--- src/rtl/pbtn_pkg.sv ---
// Shared types and threshold tables for the push-button controller.
// Assumes table values are in abstract units later scaled by a tick count.
package pbtn_pkg;

    typedef enum logic [1:0] {
        REC_NONE   = 2'd0,
        REC_SHIP   = 2'd1,
        REC_HIZ    = 2'd2,
        REC_RESUME = 2'd3
    } rec_e;

    localparam int RST_MAX_U = 8000;
    localparam int DUR_MAX_U = 200;

    // Wake hold threshold in units
    function automatic int wake_units(input logic [1:0] code);
        case (code)
            2'd0:    return 50;
            2'd1:    return 100;
            2'd2:    return 250;
            default: return 500;
        endcase
    endfunction

    // Reset hold threshold in units
    function automatic int rst_units(input logic [1:0] code);
        case (code)
            2'd0:    return 1000;
            2'd1:    return 2000;
            2'd2:    return 4000;
            default: return RST_MAX_U;
        endcase
    endfunction

    // Reset pulse length in units
    function automatic int dur_units(input logic [1:0] code);
        case (code)
            2'd0:    return 10;
            2'd1:    return 50;
            2'd2:    return 100;
            default: return DUR_MAX_U;
        endcase
    endfunction

endpackage

--- src/rtl/pbtn_tick.sv ---
// Timebase divider: one-cycle tick every DIV clocks.
// Assumes DIV >= 1; with DIV = 1 the tick is permanently high.
module pbtn_tick #(
    parameter int DIV = 125
) (
    input  logic clk,
    input  logic rst_n,
    output logic tick
);
    localparam int CW = (DIV > 1) ? $clog2(DIV) : 1;
    localparam logic [CW-1:0] LAST = CW'(DIV - 1);

    logic [CW-1:0] cnt;

    // Wrap the divider counter at DIV-1
    always_ff @(posedge clk) begin
        if (!rst_n)          cnt <= '0;
        else if (cnt == LAST) cnt <= '0;
        else                 cnt <= cnt + 1'b1;
    end

    assign tick = (cnt == LAST);
endmodule

--- src/rtl/pbtn_hold.sv ---
// Hold timer: counts ticks while the qualified button is low and flags
// the wake, long-hold and reset crossings; keeps the once-per-press arm.
// Assumes thresholds are below the counter saturation value.
module pbtn_hold #(
    parameter int HOLD_W = 16
) (
    input  logic              clk,
    input  logic              rst_n,
    input  logic              tick,
    input  logic              btn_n,
    input  logic              qual,
    input  logic [HOLD_W-1:0] wake_th,
    input  logic [HOLD_W-1:0] rst_th,
    input  logic              need_vin,
    input  logic              vin_rng,
    output logic              wake_evt,
    output logic              long_evt,
    output logic              rst_evt,
    output logic              armed
);
    localparam logic [HOLD_W-1:0] SAT = '1;

    logic              pressed;
    logic              step;
    logic [HOLD_W-1:0] hold;
    logic [HOLD_W:0]   nxt;

    assign pressed  = !btn_n && qual;
    assign step     = pressed && tick;
    assign nxt      = {1'b0, hold} + 1'b1;
    assign wake_evt = step && (nxt == {1'b0, wake_th});
    assign long_evt = step && (nxt == {1'b0, rst_th});
    assign rst_evt  = long_evt && armed && (!need_vin || vin_rng);

    // Count qualified hold ticks, clear on release or loss of qualification
    always_ff @(posedge clk) begin
        if (!rst_n || !pressed)      hold <= '0;
        else if (step && hold != SAT) hold <= hold + 1'b1;
    end

    // Disarm on a fired reset, re-arm on release
    always_ff @(posedge clk) begin
        if (!rst_n)       armed <= 1'b1;
        else if (rst_evt) armed <= 1'b0;
        else if (btn_n)   armed <= 1'b1;
    end
endmodule

--- src/rtl/pbtn_pulse.sv ---
// Tick-timed pulse generator: start loads a length, output stays high
// until that many ticks have elapsed. A new start restarts the count.
// Assumes start is a single-cycle strobe.
module pbtn_pulse #(
    parameter int CW = 8
) (
    input  logic          clk,
    input  logic          rst_n,
    input  logic          tick,
    input  logic          start,
    input  logic [CW-1:0] len,
    output logic          out
);
    logic [CW-1:0] cnt;

    // Load on start, otherwise count down on ticks
    always_ff @(posedge clk) begin
        if (!rst_n)                 cnt <= '0;
        else if (start)             cnt <= len;
        else if (tick && cnt != '0) cnt <= cnt - 1'b1;
    end

    assign out = (cnt != '0);
endmodule

--- src/rtl/pbtn_ctrl.sv ---
// Push-button wake and reset controller top. Times a debounced active-low
// button, raises sticky flags, interrupt and reset pulses, and latches the
// recovery action. Assumes all inputs are synchronous to clk.
module pbtn_ctrl
    import pbtn_pkg::*;
#(
    parameter int TICK_DIV   = 125,
    parameter int UNIT_TICKS = 1000,
    parameter int INT_TICKS  = 128
) (
    input  logic       clk,
    input  logic       rst_n,
    input  logic       btn_n,
    input  logic       bat_ok,
    input  logic       vin_ok,
    input  logic       chg_en,
    input  logic       vin_in_range,
    input  logic       sys_en,
    input  logic [1:0] wake_code,
    input  logic [1:0] rst_code,
    input  logic [1:0] dur_code,
    input  logic       rst_need_vin,
    input  logic       ship_sel,
    input  logic       rd_stb,
    output logic [2:0] flags,
    output logic       int_o,
    output logic       sys_rst_o,
    output logic [1:0] rec_o,
    output logic       sys_reen_o
);
    localparam int HOLD_W = $clog2(RST_MAX_U * UNIT_TICKS + 2);
    localparam int DUR_W  = $clog2(DUR_MAX_U * UNIT_TICKS + 1);
    localparam int INT_W  = $clog2(INT_TICKS + 1);

    logic              tick;
    logic              qual;
    logic              wake_evt;
    logic              long_evt;
    logic              rst_evt;
    logic              armed;
    logic [HOLD_W-1:0] wake_th;
    logic [HOLD_W-1:0] rst_th;
    logic [DUR_W-1:0]  dur_len;
    logic [2:0]        flags_q;
    rec_e              rec_q;
    rec_e              rec_d;
    logic              reen_q;

    assign qual    = bat_ok || (vin_ok && chg_en);
    assign wake_th = HOLD_W'(wake_units(wake_code) * UNIT_TICKS);
    assign rst_th  = HOLD_W'(rst_units(rst_code) * UNIT_TICKS);
    assign dur_len = DUR_W'(dur_units(dur_code) * UNIT_TICKS);

    pbtn_tick #(.DIV(TICK_DIV)) u_tick (
        .clk(clk), .rst_n(rst_n), .tick(tick)
    );

    pbtn_hold #(.HOLD_W(HOLD_W)) u_hold (
        .clk(clk), .rst_n(rst_n), .tick(tick), .btn_n(btn_n), .qual(qual),
        .wake_th(wake_th), .rst_th(rst_th), .need_vin(rst_need_vin),
        .vin_rng(vin_in_range), .wake_evt(wake_evt), .long_evt(long_evt),
        .rst_evt(rst_evt), .armed(armed)
    );

    pbtn_pulse #(.CW(INT_W)) u_int (
        .clk(clk), .rst_n(rst_n), .tick(tick), .start(wake_evt || rst_evt),
        .len(INT_W'(INT_TICKS)), .out(int_o)
    );

    pbtn_pulse #(.CW(DUR_W)) u_rst (
        .clk(clk), .rst_n(rst_n), .tick(tick), .start(rst_evt),
        .len(dur_len), .out(sys_rst_o)
    );

    // Sticky flags: a set event wins over a same-cycle read clear
    always_ff @(posedge clk) begin
        if (!rst_n) begin
            flags_q <= '0;
        end else begin
            flags_q[0] <= wake_evt || (flags_q[0] && !rd_stb);
            flags_q[1] <= long_evt || (flags_q[1] && !rd_stb);
            flags_q[2] <= rst_evt  || (flags_q[2] && !rd_stb);
        end
    end

    // Recovery choice from the supplies present at the reset moment
    always_comb begin
        if (vin_ok)        rec_d = REC_RESUME;
        else if (ship_sel) rec_d = REC_SHIP;
        else               rec_d = REC_HIZ;
    end

    // Latch recovery action and rail re-enable on each fired reset
    always_ff @(posedge clk) begin
        if (!rst_n) begin
            rec_q  <= REC_NONE;
            reen_q <= 1'b0;
        end else if (rst_evt) begin
            rec_q  <= rec_d;
            reen_q <= !sys_en && (rec_d != REC_SHIP);
        end
    end

    assign flags      = flags_q;
    assign rec_o      = rec_q;
    assign sys_reen_o = reen_q;
endmodule

--- config.mk ---
export PLATFORM = sky130hd
export DESIGN_NAME = pbtn_ctrl
export DESIGN_NICKNAME = d
export VERILOG_FILES = /design/src/rtl/pbtn_pkg.sv /design/src/rtl/pbtn_tick.sv /design/src/rtl/pbtn_hold.sv /design/src/rtl/pbtn_pulse.sv /design/src/rtl/pbtn_ctrl.sv
export SDC_FILE = /design/constraint.sdc
export NUM_CORES = 1
export LEC_CHECK = 0
export BUFFER_PORTS_ARGS = -buffer_cell sky130_fd_sc_hd__buf_2
export CAP_MARGIN = 10
export CORE_AREA = 2 2 102 104
export DETAILED_ROUTE_END_ITERATION = 16
export DIE_AREA = 0 0 104 106
export MAX_ROUTING_LAYER = met4
export PLACE_DENSITY = 0.66
export SYNTH_ARGS = -nofsm -noshare
export SYNTH_HDL_FRONTEND = slang
export SYNTH_SLANG_ARGS = --single-unit
--- constraint.sdc ---
create_clock -name clk -period 3.4 [get_ports clk]
set_clock_uncertainty 0.1 [all_clocks]
set_input_delay 0 -clock clk [delete_from_list [all_inputs] [get_ports clk]]
set_output_delay 0 -clock clk [all_outputs]
set_load 0.05 [all_outputs]
* Word level (Yosys, flattened, before mapping)
Cells that the tools add are included.
Cells by class: reduce and logical (&&, ||, !) cells 38, bitwise operators 1, equal/unequal tests 11, muxes and demuxes 11, multipliers 3, add/sub/neg operators 5
Operator list (count):
- multiplier 32 x 8 -> 20 bit, second input constant | 2
- equality test 24 x 23 -> 1 bit | 2
- one-hot mux 13 bit (3 select lines) | 1
- 2-to-1 mux 18 bit | 2
- multiplier 32 x 8 -> 15 bit, second input constant | 1
- one-hot mux 9 bit (3 select lines) | 1
- adder 23 x 1 -> 24 bit, second input constant | 1
- one-hot mux 8 bit (3 select lines) | 1
- adder 23 x 1 -> 23 bit, second input constant | 1
- != test 23 bit, second input constant | 1
- nonzero test 18 bit | 1
- subtractor 18 x 1 -> 18 bit, second input constant | 1
- 2-to-1 mux 8 bit | 2
- logical AND 1 bit | 14
- nonzero test 8 bit | 1
- subtractor 8 x 1 -> 8 bit, second input constant | 1
- adder 7 x 1 -> 7 bit, second input constant | 1
- equality test 7 bit, second input constant | 1
- logical OR 1 bit | 7
- equality test 2 x 1 -> 1 bit, second input constant | 3
- equality test 2 bit, second input constant | 3
- logical NOT 1 bit | 6
- logical NOT 2 bit | 3
- nonzero test 2 bit | 3
- other kinds (5) | 9
Storage, ports and cells: output and inout port bits 8, register bits after elaboration 63, input bits 17, logic and storage cells 79

* Longest topological paths before layout
depth in word-level cells 9, depth in mapped cells 13

* Cells and area by module
A second synthesis with hierarchy kept.
Second synthesis, totals: cells, all modules 706, area, all modules 5605.4 um^2
Modules (own cells, without submodules):
- pbtn_hold | sequential area each 480.5 um^2, cells an instance 355, times used 1, area an instance 2672.6 um^2
- pbtn_pulse (u_rst) | sequential area each 360.3 um^2, cells an instance 134, times used 1, area an instance 1117.3 um^2
- pbtn_ctrl | sequential area each 120.1 um^2, cells an instance 116, times used 1, area an instance 947.2 um^2
- pbtn_pulse (u_int) | sequential area each 160.2 um^2, cells an instance 66, times used 1, area an instance 550.5 um^2
- pbtn_tick | sequential area each 140.1 um^2, cells an instance 35, times used 1, area an instance 317.8 um^2

* Worst setup path before layout
No wires, ideal clock.
path type reg2reg, from register u_hold.hold[5], to register u_hold.armed, clock period less this slack 3.004 ns, library setup time 0.133 ns, data required time 3.167 ns, path slack 0.396 ns, stages on the path, launching flop included 11, arrival time 2.771 ns, cells stage by stage dfxtp_1 buf_2 nand4_4 or3_1 clkbuf_2 or4_4 a21bo_2 or4_1 nor4_2 buf_4 o21ai_1
On the way: longest elaborated chain between the ends 6
RTL lines:
- start, declared | RTL line pbtn_hold.sv:25 | logic [HOLD_W-1:0] hold;
- start signal, assigned | RTL line pbtn_hold.sv:38 | else if (step && hold != SAT) hold <= hold + 1'b1;
- adder 23 x 1 -> 24 bit * | RTL line pbtn_hold.sv:30 | assign nxt = {1'b0, hold} + 1'b1;
- equality test 24 x 23 -> 1 bit * | RTL line pbtn_hold.sv:32 | assign long_evt = step && (nxt == {1'b0, rst_th});
- logical AND 1 bit * | RTL line pbtn_hold.sv:32
- logical AND 1 bit * (2 in series) | RTL line pbtn_hold.sv:33 | assign rst_evt = long_evt && armed && (!need_vin || vin_rng);
- 2-to-1 mux 1 bit / nonzero test 2 bit (equally long branches)
- end signal, assigned | RTL line pbtn_hold.sv:43 | if (!rst_n) armed <= 1'b1;
- end signal, assigned | RTL line pbtn_hold.sv:44 | else if (rst_evt) armed <= 1'b0;
- end signal, assigned | RTL line pbtn_hold.sv:45 | else if (btn_n) armed <= 1'b1;
- end, declared | RTL line pbtn_hold.sv:19 | output logic armed
Every way passes the cells marked *; elsewhere a longest branch is shown, timed or not. A chain may end at the register's enable or synchronous reset.

* Final worst setup path
from register u_hold.hold[3], to register u_rst.cnt[4]
On the way: longest elaborated chain between the ends 6
RTL lines:
- adder 23 x 1 -> 24 bit * | RTL line pbtn_hold.sv:30
- equality test 24 x 23 -> 1 bit * | RTL line pbtn_hold.sv:32
- logical AND 1 bit * | RTL line pbtn_hold.sv:32
- logical AND 1 bit * (2 in series) | RTL line pbtn_hold.sv:33
- 2-to-1 mux 18 bit / nonzero test 2 bit (equally long branches)
- end signal, assigned | RTL line pbtn_pulse.sv:19 | else if (start) cnt <= len;
- end signal, assigned | RTL line pbtn_pulse.sv:20 | else if (tick && cnt != '0) cnt <= cnt - 1'b1;
- end, declared | RTL line pbtn_pulse.sv:14 | logic [CW-1:0] cnt;
Marks and branches as above.

==> flow_results.xml <==
<?xml version="1.0" encoding="UTF-8"?>
<metrics>
  <group name="power">
    <metric name="power_density" unit="mW/mm2">277.3</metric>
    <metric name="clockPowerShare" unit="%">38.4</metric>
    <metric name="power.share.switching" unit="%">26.74</metric>
    <metric name="power_frac_seq" unit="%">49.7</metric>
    <metric name="worst_ir_drop_vdd" unit="V">0.0001129</metric>
    <metric name="cell_internal_pwr" unit="W">0.001096</metric>
    <metric name="comb_power_share" unit="%">11.9</metric>
    <metric name="switching_power_of_the_nets" unit="W">0.0004002</metric>
    <metric name="p_leak" unit="nW">2.264</metric>
  </group>
  <group name="routing">
    <metric name="detail_route.wl_per_cell" unit="um">15.53</metric>
    <metric name="drt-pass1-iter-count" unit="">5</metric>
    <metric name="route.antenna.remaining_nets" unit="">0</metric>
    <metric name="routed_wl" unit="um">11860</metric>
    <metric name="via_total_after_detailed_routing" unit="">4249</metric>
    <metric name="post_drt_via_cell_ratio" unit="">5.562</metric>
    <metric name="drc_marker_count_from_the_first_detailed_route_iteration" unit="">238</metric>
    <metric name="drcViolationCount" unit="">0</metric>
  </group>
  <group name="critical_path">
    <metric name="worst_setup_path_end_kind" unit="">flop</metric>
    <metric name="arrival_time_worst_endpoint" unit="ns">3.31</metric>
    <metric name="worstSetupPathType" unit="">flop to flop</metric>
    <metric name="critPathMaxFanout" unit="">19</metric>
    <metric name="crit_path_start_kind" unit="">flop</metric>
    <metric name="critical_path_required" unit="ns">3.53</metric>
  </group>
  <group name="run">
    <metric name="timing.max_cap.violations" unit="">0</metric>
  </group>
  <group name="floorplan">
    <metric name="die-height" unit="um">106</metric>
    <metric name="placeableCoreArea" unit="mm2">0.01000</metric>
    <metric name="dieArea" unit="mm2">0.01102</metric>
    <metric name="initial_core_util" unit="%">48.66</metric>
    <metric name="io_pins" unit="">25</metric>
    <metric name="fp-row-count" unit="">37</metric>
    <metric name="die_width" unit="um">104</metric>
  </group>
  <group name="cells_and_area">
    <metric name="area_growth" unit="%">10.93</metric>
    <metric name="register_area" unit="mm2">0.001261</metric>
    <metric name="fin_nets" unit="">676</metric>
    <metric name="antennaDiodeCount" unit="">0</metric>
    <metric name="fill_cells" unit="">985</metric>
    <metric name="multi_input_comb_area" unit="mm2">0.003319</metric>
    <metric name="layout-drive-gt1-share" unit="%">12.90</metric>
  </group>
  <group name="yosys">
    <metric name="yosys_warnings" unit="">0</metric>
    <metric name="synth_sequential_area_ratio" unit="%">25.92</metric>
    <metric name="synthesis.instances" unit="">592</metric>
    <metric name="number_of_flops_mapped_to_enable_cells_by_yosys" unit="">0</metric>
    <metric name="syn_avg_cell_area" unit="um2">8.219</metric>
    <metric name="syn_nets" unit="">644</metric>
    <metric name="synthFlopType" unit="">dfxtp_1</metric>
    <metric name="synth-seq-cells" unit="">63</metric>
    <metric name="postSynth.asyncResetShare" unit="%">0</metric>
    <metric name="mappedNetlistArea" unit="mm2">0.004866</metric>
    <metric name="synth_cell_type_count" unit="">65</metric>
  </group>
  <group name="grt">
    <metric name="globalRouteOverflowTotal" unit="">0</metric>
    <metric name="grt_util_all_layers" unit="%">22.70</metric>
    <metric name="grt_start_max_net_pins" unit="">37</metric>
    <metric name="antenna_violations_before_repair" unit="">0</metric>
    <metric name="grt_pass1_vias" unit="">4098</metric>
    <metric name="grt_pass1_wl" unit="um">19440</metric>
  </group>
  <group name="clock_network">
    <metric name="clkSinkCount" unit="">63</metric>
    <metric name="cts-root-to-sink-buffers" unit="">2</metric>
    <metric name="cts_made_buffers" unit="">9</metric>
    <metric name="root_buffer" unit="">clkbuf_8</metric>
    <metric name="cts_tree" unit="">built</metric>
    <metric name="h_tree_depth_reported_by_cts" unit="">3</metric>
    <metric name="worst_setup_hold_path_clk_slew" unit="ns">0.07</metric>
    <metric name="cts_post_setup_buffers_inserted" unit="">0</metric>
    <metric name="clock_network_latency_to_the_later_pin_of_the_worst_skew_pair" unit="ns">0.35</metric>
  </group>
  <group name="timing">
    <metric name="finalCritPeriodShare" unit="%">93.70</metric>
    <metric name="hold_viol_final" unit="">0</metric>
    <metric name="finalHoldWorstSlack" unit="ns">0.02067</metric>
    <metric name="fin_setup_tns" unit="ns">0</metric>
    <metric name="achievable-frequency" unit="MHz">313.9</metric>
    <metric name="timing_worst_slew_pin_value" unit="ns">0.8924</metric>
    <metric name="rsz0062_at_grt" unit="">false</metric>
    <metric name="final.min_clock_period" unit="ns">3.186</metric>
    <metric name="finalSetupViolations" unit="">0</metric>
    <metric name="slew_viol_final" unit="">0</metric>
    <metric name="maxSlewHeadroom" unit="%">40.51</metric>
  </group>
  <group name="worst_hold_path">
    <metric name="worst_hold_path_type" unit="">primary input to flop</metric>
  </group>
  <group name="placed_design">
    <metric name="hpwl" unit="um">8953</metric>
    <metric name="buffer_ports.inserted" unit="">24</metric>
    <metric name="finalWeightedCongestion" unit="">0.8932</metric>
  </group>
  <group name="status">
    <metric name="status" unit="">finished, final reports clean</metric>
  </group>
</metrics>
-- cell usage in the layout (no fill, tap or decap), drive strengths merged, types with 16 or more instances in the layout --
master	instances
a21oi	17
buf	48
dfxtp	63
ha	35
inv	30
mux2i	21
nand2	59
nand3	21
nor2	52
nor3	20
nor4	29
o21ai	16
xnor2	46
xor2	36
-- critical path, cell delays in order (launching register included) --
cell	delay [ns]
dfxtp_1	0.54
nand4_4	0.26
or3_1	0.44
or4_4	0.43
a2111o_1	0.43
nor4_2	0.31
nand4bb_1	0.14
buf_4	0.25
mux2i_1	0.16
-- cell families after synthesis --
| logic type | share of synthesized area (%) |
|---|---|
| flip-flops | 25.92 |
| AND/OR/NAND/NOR | 27.82 |
| AO/OA/AOI/OAI | 9.746 |
| adder cells (fa/ha/maj) | 9.000 |
| XOR/XNOR | 17.07 |
| buffers and inverters | 6.120 |
| multiplexers | 4.320 |
-- cells in the mapped netlist (all sizes together), types with 4 or more instances --
cell type / instances / area share [%]
dfxtp: 63 / 26
nand2: 59 / 4.6
nor2: 52 / 4.0
xnor2: 46 / 8.3
xor2: 36 / 6.5
ha: 35 / 9.0
inv: 30 / 2.3
nor4: 29 / 4.1
mux2i: 21 / 4.3
nand3: 21 / 2.2
nor3: 20 / 2.2
clkbuf: 18 / 1.4
a21oi: 17 / 1.7
buf: 16 / 2.4
o21ai: 16 / 1.6
nand4: 13 / 2.3
nand2b: 9 / 1.2
or2: 8 / 1.0
or3: 8 / 1.0
and3: 7 / 0.90
or4: 7 / 1.2
nor2b: 6 / 0.77
nand3b: 5 / 0.77
xnor3: 5 / 2.3
o211ai: 4 / 0.72
-- per-stage QoR --
stage	setup WS, ns	util (%)	power (W)	cells	instance area [um2]
floorplan	0.3961	-	0.0008846	592	4866
global placement	0.2984	51.51	0.0009276	742	5151
detailed placement	0.2087	51.51	0.0009324	742	5151
CTS	0.1840	53.85	0.001511	764	5385
global route	0.04922	53.98	0.001559	764	5398
finish	0.2140	53.98	0.001497	764	5398
-- sequential cells by signal (all words and copies together), names as in the netlist --
register	count
flags	3
rec_o	2
sys_reen_o	1
u_hold.armed	1
u_hold.hold	23
u_int.cnt	8
u_rst.cnt	18
u_tick.cnt	7
-- area by class of cell --
cell class | instances | area share [%]
sequential | 63 | 23.37
tap | 136 | 3.153
clock inverter | 4 | 0.4172
clock buffer | 11 | 2.619
multi-input combinational | 465 | 61.50
timing repair buffer | 55 | 6.861
inverter | 30 | 2.086
-- final timing paths --
path | slack, ns | cells past startpoint | to | startpoint
max | 0.21 | 8 | u_rst.cnt[4] | u_hold.hold[3]
min | 0.02 | 4 | u_rst.cnt[8] | dur_code[1]
max reg2reg | 0.21 | 8 | u_rst.cnt[4] | u_hold.hold[3]
min reg2reg | 0.36 | 2 | rec_o[1] | rec_o[1]
-- power by group through the flow --
stage,Combinational (W),Sequential (W),Clock [W]
global placement,0.000167,0.000760,0
CTS,0.000179,0.000744,0.000589
floorplan,0.000125,0.000760,0
detailed placement,0.000172,0.000761,0
finish,0.000178,0.000744,0.000574
global route,0.000197,0.000744,0.000618
-- repair_timing --
item,in CTS,in global routing
hold buffers,7,0
resized for setup,0,2
endpoints found under the setup margin,0,13
hold endpoints to repair,7,0
-- routing by layer --
metal	GRT usage, %	share of wire, %	up-vias
met5	-	0	-
met4	9.266	2.2	0
met3	4.353	4.6	21
met2	39.57	49	101
met1	25.72	44	2007
li1	-	-	2120
No activity file was read; power rests on OpenSTA's default activity.
